`config.mk`:
```
export PLATFORM = sky130hd
export DESIGN_NAME = stuff_frame_tx
export DESIGN_NICKNAME = d
export VERILOG_FILES = /design/src/rtl/stuff_frame_tx_pkg.sv /design/src/rtl/sftx_bit_timer.sv /design/src/rtl/sftx_run_tracker.sv /design/src/rtl/sftx_quiet_timer.sv /design/src/rtl/stuff_frame_tx.sv
export SDC_FILE = /design/constraint.sdc
export NUM_CORES = 1
export LEC_CHECK = 0
export BUFFER_PORTS_ARGS = -buffer_cell sky130_fd_sc_hd__buf_2
export CORE_AREA = 2 2 95 97
export CTS_BUF_LIST = sky130_fd_sc_hd__clkbuf_16
export DETAILED_ROUTE_END_ITERATION = 16
export DIE_AREA = 0 0 97 99
export PLACE_DENSITY = 0.8
export REMOVE_ABC_BUFFERS = 1
export SLEW_MARGIN = 10
export SYNTH_ARGS = -nofsm -noshare
export SYNTH_HDL_FRONTEND = slang
export SYNTH_SLANG_ARGS = --single-unit
```
`constraint.sdc`:
```
create_clock -name clk -period 3.4 [get_ports clk]
set_input_delay 0.34 -clock clk [delete_from_list [all_inputs] [get_ports clk]]
set_output_delay 0.34 -clock clk [all_outputs]
set_load 0.01 [all_outputs]
```
`src/rtl/stuff_frame_tx_pkg.sv`:
```
package stuff_frame_tx_pkg;

   typedef enum logic [1:0] {
      TX_IDLE  = 2'd0,
      TX_DATA  = 2'd1,
      TX_TAIL  = 2'd2,
      TX_QUIET = 2'd3
   } tx_state_e;

endpackage

```
`src/rtl/sftx_bit_timer.sv`:
```
module sftx_bit_timer #(
   parameter int BIT_CLKS = 5
) (
   input  logic clk,
   input  logic rst_n,
   input  logic active,
   output logic tick
);
   localparam int CW = (BIT_CLKS > 1) ? $clog2(BIT_CLKS) : 1;

   generate
      if (BIT_CLKS == 1) begin : g_every
         assign tick = active;
      end else begin : g_count
         logic [CW-1:0] cnt_q;
         always_ff @(posedge clk or negedge rst_n) begin
            if (!rst_n)
               cnt_q <= '0;
            else if (!active || cnt_q == CW'(BIT_CLKS - 1))
               cnt_q <= '0;
            else
               cnt_q <= cnt_q + 1'b1;
         end
         assign tick = active && (cnt_q == CW'(BIT_CLKS - 1));
      end
   endgenerate
endmodule

```
`src/rtl/sftx_run_tracker.sv`:
```
module sftx_run_tracker #(
   parameter int RUN_LEN = 7
) (
   input  logic clk,
   input  logic rst_n,
   input  logic emit,
   input  logic first,
   input  logic bit_val,
   output logic stuff_due,
   output logic stuff_val
);
   localparam int LW = $clog2(RUN_LEN + 1);

   logic [LW-1:0] len_q;
   logic          val_q;

   always_ff @(posedge clk or negedge rst_n) begin
      if (!rst_n) begin
         len_q <= '0;
         val_q <= 1'b1;
      end else if (emit) begin
         val_q <= bit_val;
         if (first || bit_val != val_q)
            len_q <= LW'(1);
         else if (len_q != LW'(RUN_LEN))
            len_q <= len_q + 1'b1;
      end
   end

   assign stuff_due = (len_q == LW'(RUN_LEN));
   assign stuff_val = ~val_q;
endmodule

```
`src/rtl/sftx_quiet_timer.sv`:
```
module sftx_quiet_timer #(
   parameter int QUIET_CLKS = 63
) (
   input  logic clk,
   input  logic rst_n,
   input  logic active,
   output logic done
);
   localparam int QW = (QUIET_CLKS > 1) ? $clog2(QUIET_CLKS) : 1;

   generate
      if (QUIET_CLKS <= 1) begin : g_none
         assign done = active;
      end else begin : g_count
         logic [QW-1:0] cnt_q;
         always_ff @(posedge clk or negedge rst_n) begin
            if (!rst_n)
               cnt_q <= '0;
            else if (!active || done)
               cnt_q <= '0;
            else
               cnt_q <= cnt_q + 1'b1;
         end
         assign done = active && (cnt_q == QW'(QUIET_CLKS - 1));
      end
   endgenerate
endmodule

```
`src/rtl/stuff_frame_tx.sv`:
```
module stuff_frame_tx
   import stuff_frame_tx_pkg::*;
#(
   parameter int FRAME_W    = 69,
   parameter int BIT_CLKS   = 5,
   parameter int RUN_LEN    = 7,
   parameter int QUIET_CLKS = 63,
   parameter int HALF_BITS  = 4
) (
   input  logic               clk,
   input  logic               rst_n,
   input  logic               load_en,
   input  logic [FRAME_W-1:0] load_data,
   input  logic               send_req,
   output logic               tx_ready,
   output logic               tx_line
);
   localparam int TAIL_LEN = RUN_LEN + 1;
   localparam int CNT_W    = $clog2(FRAME_W + 1);
   localparam int TAIL_W   = $clog2(TAIL_LEN);
   localparam int TIMEOUT  = RUN_LEN * BIT_CLKS;
   localparam int HALF_GAP = HALF_BITS * (BIT_CLKS - 1) + 1;

   generate
      if (BIT_CLKS < 3) begin : g_chk_rate
         $error("BIT_CLKS must be at least 3");
      end
      if (RUN_LEN < 2) begin : g_chk_run
         $error("RUN_LEN must be at least 2");
      end
      if (FRAME_W < 2) begin : g_chk_frame
         $error("FRAME_W must be at least 2");
      end
      if (QUIET_CLKS <= TIMEOUT || QUIET_CLKS <= HALF_GAP) begin : g_chk_quiet
         $error("QUIET_CLKS must exceed the idle timeout and the half-buffer gap");
      end
   endgenerate

   tx_state_e            state_q, state_d;
   logic [FRAME_W-1:0]   frame_q, frame_d, load_val;
   logic [CNT_W-1:0]     sent_q, sent_d;
   logic [TAIL_W-1:0]    tail_q, tail_d;
   logic                 line_q, line_d;
   logic                 bit_tick, quiet_done;
   logic                 emit, first, emit_val;
   logic                 stuff_due, stuff_val;
   logic                 data_left;

   sftx_bit_timer #(.BIT_CLKS(BIT_CLKS)) i_timer (
      .clk    (clk),
      .rst_n  (rst_n),
      .active (state_q == TX_DATA || state_q == TX_TAIL),
      .tick   (bit_tick)
   );

   sftx_run_tracker #(.RUN_LEN(RUN_LEN)) i_runs (
      .clk       (clk),
      .rst_n     (rst_n),
      .emit      (emit),
      .first     (first),
      .bit_val   (emit_val),
      .stuff_due (stuff_due),
      .stuff_val (stuff_val)
   );

   sftx_quiet_timer #(.QUIET_CLKS(QUIET_CLKS)) i_quiet (
      .clk    (clk),
      .rst_n  (rst_n),
      .active (state_q == TX_QUIET),
      .done   (quiet_done)
   );

   assign load_val  = load_en ? load_data : frame_q;
   assign data_left = (sent_q != CNT_W'(FRAME_W));

   always_comb begin
      state_d  = state_q;
      frame_d  = frame_q;
      sent_d   = sent_q;
      tail_d   = tail_q;
      line_d   = line_q;
      emit     = 1'b0;
      first    = 1'b0;
      emit_val = 1'b1;
      unique case (state_q)
         TX_IDLE: begin
            line_d = 1'b1;
            if (load_en)
               frame_d = load_data;
            if (send_req) begin
               state_d  = TX_DATA;
               frame_d  = load_val;
               line_d   = load_val[0];
               sent_d   = CNT_W'(1);
               emit     = 1'b1;
               first    = 1'b1;
               emit_val = load_val[0];
            end
         end
         TX_DATA: begin
            if (bit_tick) begin
               if (!data_left) begin
                  state_d = TX_TAIL;
                  line_d  = ~frame_q[FRAME_W-1];
                  tail_d  = '0;
               end else if (stuff_due) begin
                  line_d   = stuff_val;
                  emit     = 1'b1;
                  emit_val = stuff_val;
               end else begin
                  line_d   = frame_q[sent_q];
                  sent_d   = sent_q + 1'b1;
                  emit     = 1'b1;
                  emit_val = frame_q[sent_q];
               end
            end
         end
         TX_TAIL: begin
            if (bit_tick) begin
               if (tail_q == TAIL_W'(TAIL_LEN - 1)) begin
                  state_d = TX_QUIET;
                  line_d  = 1'b1;
               end else begin
                  tail_d = tail_q + 1'b1;
               end
            end
         end
         TX_QUIET: begin
            line_d = 1'b1;
            if (quiet_done)
               state_d = TX_IDLE;
         end
         default: state_d = TX_IDLE;
      endcase
   end

   always_ff @(posedge clk or negedge rst_n) begin
      if (!rst_n) begin
         state_q <= TX_IDLE;
         frame_q <= '0;
         sent_q  <= '0;
         tail_q  <= '0;
         line_q  <= 1'b1;
      end else begin
         state_q <= state_d;
         frame_q <= frame_d;
         sent_q  <= sent_d;
         tail_q  <= tail_d;
         line_q  <= line_d;
      end
   end

   assign tx_ready = (state_q == TX_IDLE);
   assign tx_line  = line_q;
endmodule

```
==> impl_metrics.toml <==
[synthesis]
ys_seq_elements = 95
synth_enable_flop_cells = 0
netlist.top_cell.by_area = "sky130_fd_sc_hd__dfrtp_1"
synth-main-ff-cell = "sky130_fd_sc_hd__dfrtp_1"
ys_top_cells_by_area = "sky130_fd_sc_hd__dfrtp_1 49%, sky130_fd_sc_hd__mux2_2 18%, sky130_fd_sc_hd__mux4_2 3.8%"
syn-mean-instance-area_um2 = 13.0
top_cell_type_s_share_of_synthesized_area_pct = 49.2
seq_area_frac_synth_pct = 50.3
yosysWarningCount = 0
netlist_area_um2 = 4730
postSynth.asyncResetShare_pct = 100
syn_inst = 365
number_of_distinct_library_cell_variants_in_the_gate_level_netlist_after_synthesis = 52

[layout]
synthesis_to_finish_area_growth_pct = 15.9
final_cells = 551
fill_cells = 651
layout-drive-gt1-share_pct = 42.2
antenna_fix_cells = 0
final_cell_mix = "93 x sky130_fd_sc_hd__dfrtp_1, 74 x sky130_fd_sc_hd__mux2_2, 73 x sky130_fd_sc_hd__buf_2, 20 x sky130_fd_sc_hd__nand2_1, 20 x sky130_fd_sc_hd__nor2_1"
finalCoreUtilization_pct = 64.1
design.final.nets = 525
final_common_cell = "sky130_fd_sc_hd__dfrtp_1"

[detailed_routing]
detail_route.iter0.violations = 175
drc_errors = 0
drt-pass1-iter-count = 4
ant_nets = 0
detail_route.wl_per_cell_um = 17.1
route.final.wire_length_um = 9440
vias_per_cell = 5.69
routed-via-count = 3134

[sta]
fmaxAchievable_ghz = 0.364
period_share_pct = 80.7
min_period_ns = 2.74
hold_viol = 0
finalSetupViolCount = 0
tightest_slew_ns = 0.813
final.setup_skew_ns = 0.00552
setup_repair_after_global_routing_missed_its_margin = "false"
timing.setup.tns_ns = 0
worst_slew_margin_rel_pct = 45.8
maxSlewViolCount = 0

[grt]
largest_net_degree_at_the_start_of_global_routing = 92
overall_fraction_of_global_route_tracks_in_use_pct = 20.8
vias_in_the_first_global_route = 3184
antenna_found_initial = 0
global_route.overflow_total = 0
global_route_wire_length_before_repair_um = 15800

[setup_path]
startpoint_type = "flip-flop"
crit_path_max_fanout = 16
crit_type = "reg2reg"
reg2regPathDepth = 9
critPathRequiredTime_ns = 3.66
arrival_ns = 3.00
end_kind = "flip-flop"

[job]
drv_cap = 0

[power]
power.sequential.fraction_pct = 52.7
leakage_nw = 2.79
maximum_ir_drop_on_the_vdd_rail_mv = 0.248
power.density_cell_area_nw_per_um2 = 392
power.switching_mw = 0.480
comb_power_share_pct = 3.1
internal_power_consumption_mw = 1.67
switching_share_pct = 22.4
share_clk_of_total_power_pct = 44.2

[clock_network]
tritoncts = "yes"
path_clk_slew_ns = 0.07
cts.path.max_buffers = 2
clock_sink_count = 95
htree_levels = 3
post_cts_resized = 0
postCtsHoldBufs = 0
clock-root-buffer = "sky130_fd_sc_hd__clkbuf_16"
cts_post_setup_buffers_inserted = 0
worstSkewPairLatency_ns = 0.34
cts_buffers = 9

[place]
detailedPlacementHpwl_um = 6510
buffer_ports.inserted = 74
gp_congestion = 0.846
placed_cells = 535

[hold_path]
hold_path.class = "in2async"

[die]
core_region_area_um2 = 8550
die-height_um = 99
initial_core_util_pct = 55.3
die_width_um = 97
boundaryPins = 75
placement_rows = 34
dieArea_um2 = 9600

[outcome]
outcome = "finished, final reports clean"
-- kinds of logic after synthesis --
group,Yosys count,share of synthesized area (%)
buffers and inverters,27,2.80
muxes,98,26.5
and+or+nand+nor,84,9.18
AOI/OAI and AO/OA,39,6.00
adders and majority gates,14,3.70
xor gates and xnor gates,8,1.48
DFF,95,50.3
-- synth_stat cells (2+ instances only) --
library cell                count
sky130_fd_sc_hd__a21o_1         2
sky130_fd_sc_hd__a21oi_1        5
sky130_fd_sc_hd__a22oi_1        2
sky130_fd_sc_hd__and2_1         2
sky130_fd_sc_hd__and3_1         5
sky130_fd_sc_hd__buf_1          7
sky130_fd_sc_hd__buf_2          6
sky130_fd_sc_hd__clkbuf_1       2
sky130_fd_sc_hd__dfrtp_1       93
sky130_fd_sc_hd__dfstp_2        2
sky130_fd_sc_hd__ha_1          14
sky130_fd_sc_hd__inv_1         10
sky130_fd_sc_hd__mux2_2        74
sky130_fd_sc_hd__mux2i_1       11
sky130_fd_sc_hd__mux4_1         5
sky130_fd_sc_hd__mux4_2         8
sky130_fd_sc_hd__nand2_1       21
sky130_fd_sc_hd__nand2b_1       6
sky130_fd_sc_hd__nand3_1        9
sky130_fd_sc_hd__nand4_1        4
sky130_fd_sc_hd__nor2_1        20
sky130_fd_sc_hd__nor2b_1        4
sky130_fd_sc_hd__nor3_1         2
sky130_fd_sc_hd__nor4b_1        2
sky130_fd_sc_hd__o2111ai_1      2
sky130_fd_sc_hd__o211ai_1       4
sky130_fd_sc_hd__o21a_1         2
sky130_fd_sc_hd__o21ai_0        8
sky130_fd_sc_hd__o21ai_1        3
sky130_fd_sc_hd__or3_1          2
sky130_fd_sc_hd__xnor2_1        3
sky130_fd_sc_hd__xor2_1         5
-- through the flow --
step / cell area, um2 / worst slack (ns) / total power [mW] / hold WS, ns
detailed placement: 5200 / 0.759 / 1.22 / 0.479
floorplan: 4640 / 0.609 / 1.16 / 0.0444
global placement: 5200 / 0.844 / 1.22 / 0.469
global route: 5480 / 0.387 / 2.21 / 0.137
finish: 5480 / 0.655 / 2.15 / 0.0574
CTS: 5480 / 0.653 / 2.17 / 0.216
-- power by group through the flow --
stage	clock, mW	combinational (mW)	sequential (mW)
detailed placement	0	0.0689	1.15
global route	1.01	0.0771	1.13
finish	0.948	0.0672	1.13
global placement	0	0.0677	1.15
CTS	0.968	0.0692	1.13
floorplan	0	0.00294	1.15
-- path summary, 6_finish.rpt --
| kind | from | endpoint | slack, ns |
|---|---|---|---|
| min | rst_n | i_quiet.g_count.cnt_q[2] | 0.06 |
| min in group clk | load_data[3] | frame_q[3] | 0.22 |
| min reg2reg | tail_q[1] | tail_q[1] | 0.49 |
| max reg2reg | sent_q[0] | tx_line | 0.66 |
| max in group asynchronous | rst_n | state_q[1] | 2.75 |
| max | sent_q[0] | tx_line | 0.66 |
-- area by class of cell --
| type | instances | area [um2] | area share, % |
|---|---|---|---|
| sequential | 95 | 2380 | 43.4 |
| multi-input combinational | 243 | 2220 | 40.5 |
| timing repair buffer | 79 | 427 | 7.78 |
| clock buffer | 9 | 225 | 4.11 |
| tap | 108 | 135 | 2.47 |
| clock inverter | 7 | 56.3 | 1.03 |
| inverter | 10 | 37.5 | 0.685 |
-- state kept, by name, summed over array words and instances (netlist names) --
register and flops:
i_runs.val_q 1, i_timer.g_count.cnt_q 3, sent_q 7, i_runs.len_q 3
tail_q 3, frame_q 69, tx_line 1, state_q 2
i_quiet.g_count.cnt_q 6
-- per-layer routing --
layer  part of all wire (%)  up-vias  track usage, %
met3                    3.9       23            3.62
met4                    2.6        0            8.99
met5                      0        -               0
met1                     43     1562            26.8
met2                     50       70            35.0
li1                       -     1479               -
-- worst max-delay path, stage by stage (launching register included) --
cell and delay, ns:
sky130_fd_sc_hd__dfrtp_1 0.45, sky130_fd_sc_hd__buf_4 0.26, sky130_fd_sc_hd__buf_4 0.28, sky130_fd_sc_hd__mux4_1 0.58
sky130_fd_sc_hd__mux2i_1 0.15, sky130_fd_sc_hd__o2111ai_1 0.11, sky130_fd_sc_hd__nand4b_1 0.17, sky130_fd_sc_hd__o211ai_1 0.13
sky130_fd_sc_hd__a2111oi_2 0.37, sky130_fd_sc_hd__o21ai_1 0.15
Note: power is estimated with default switching activity, not from simulation.
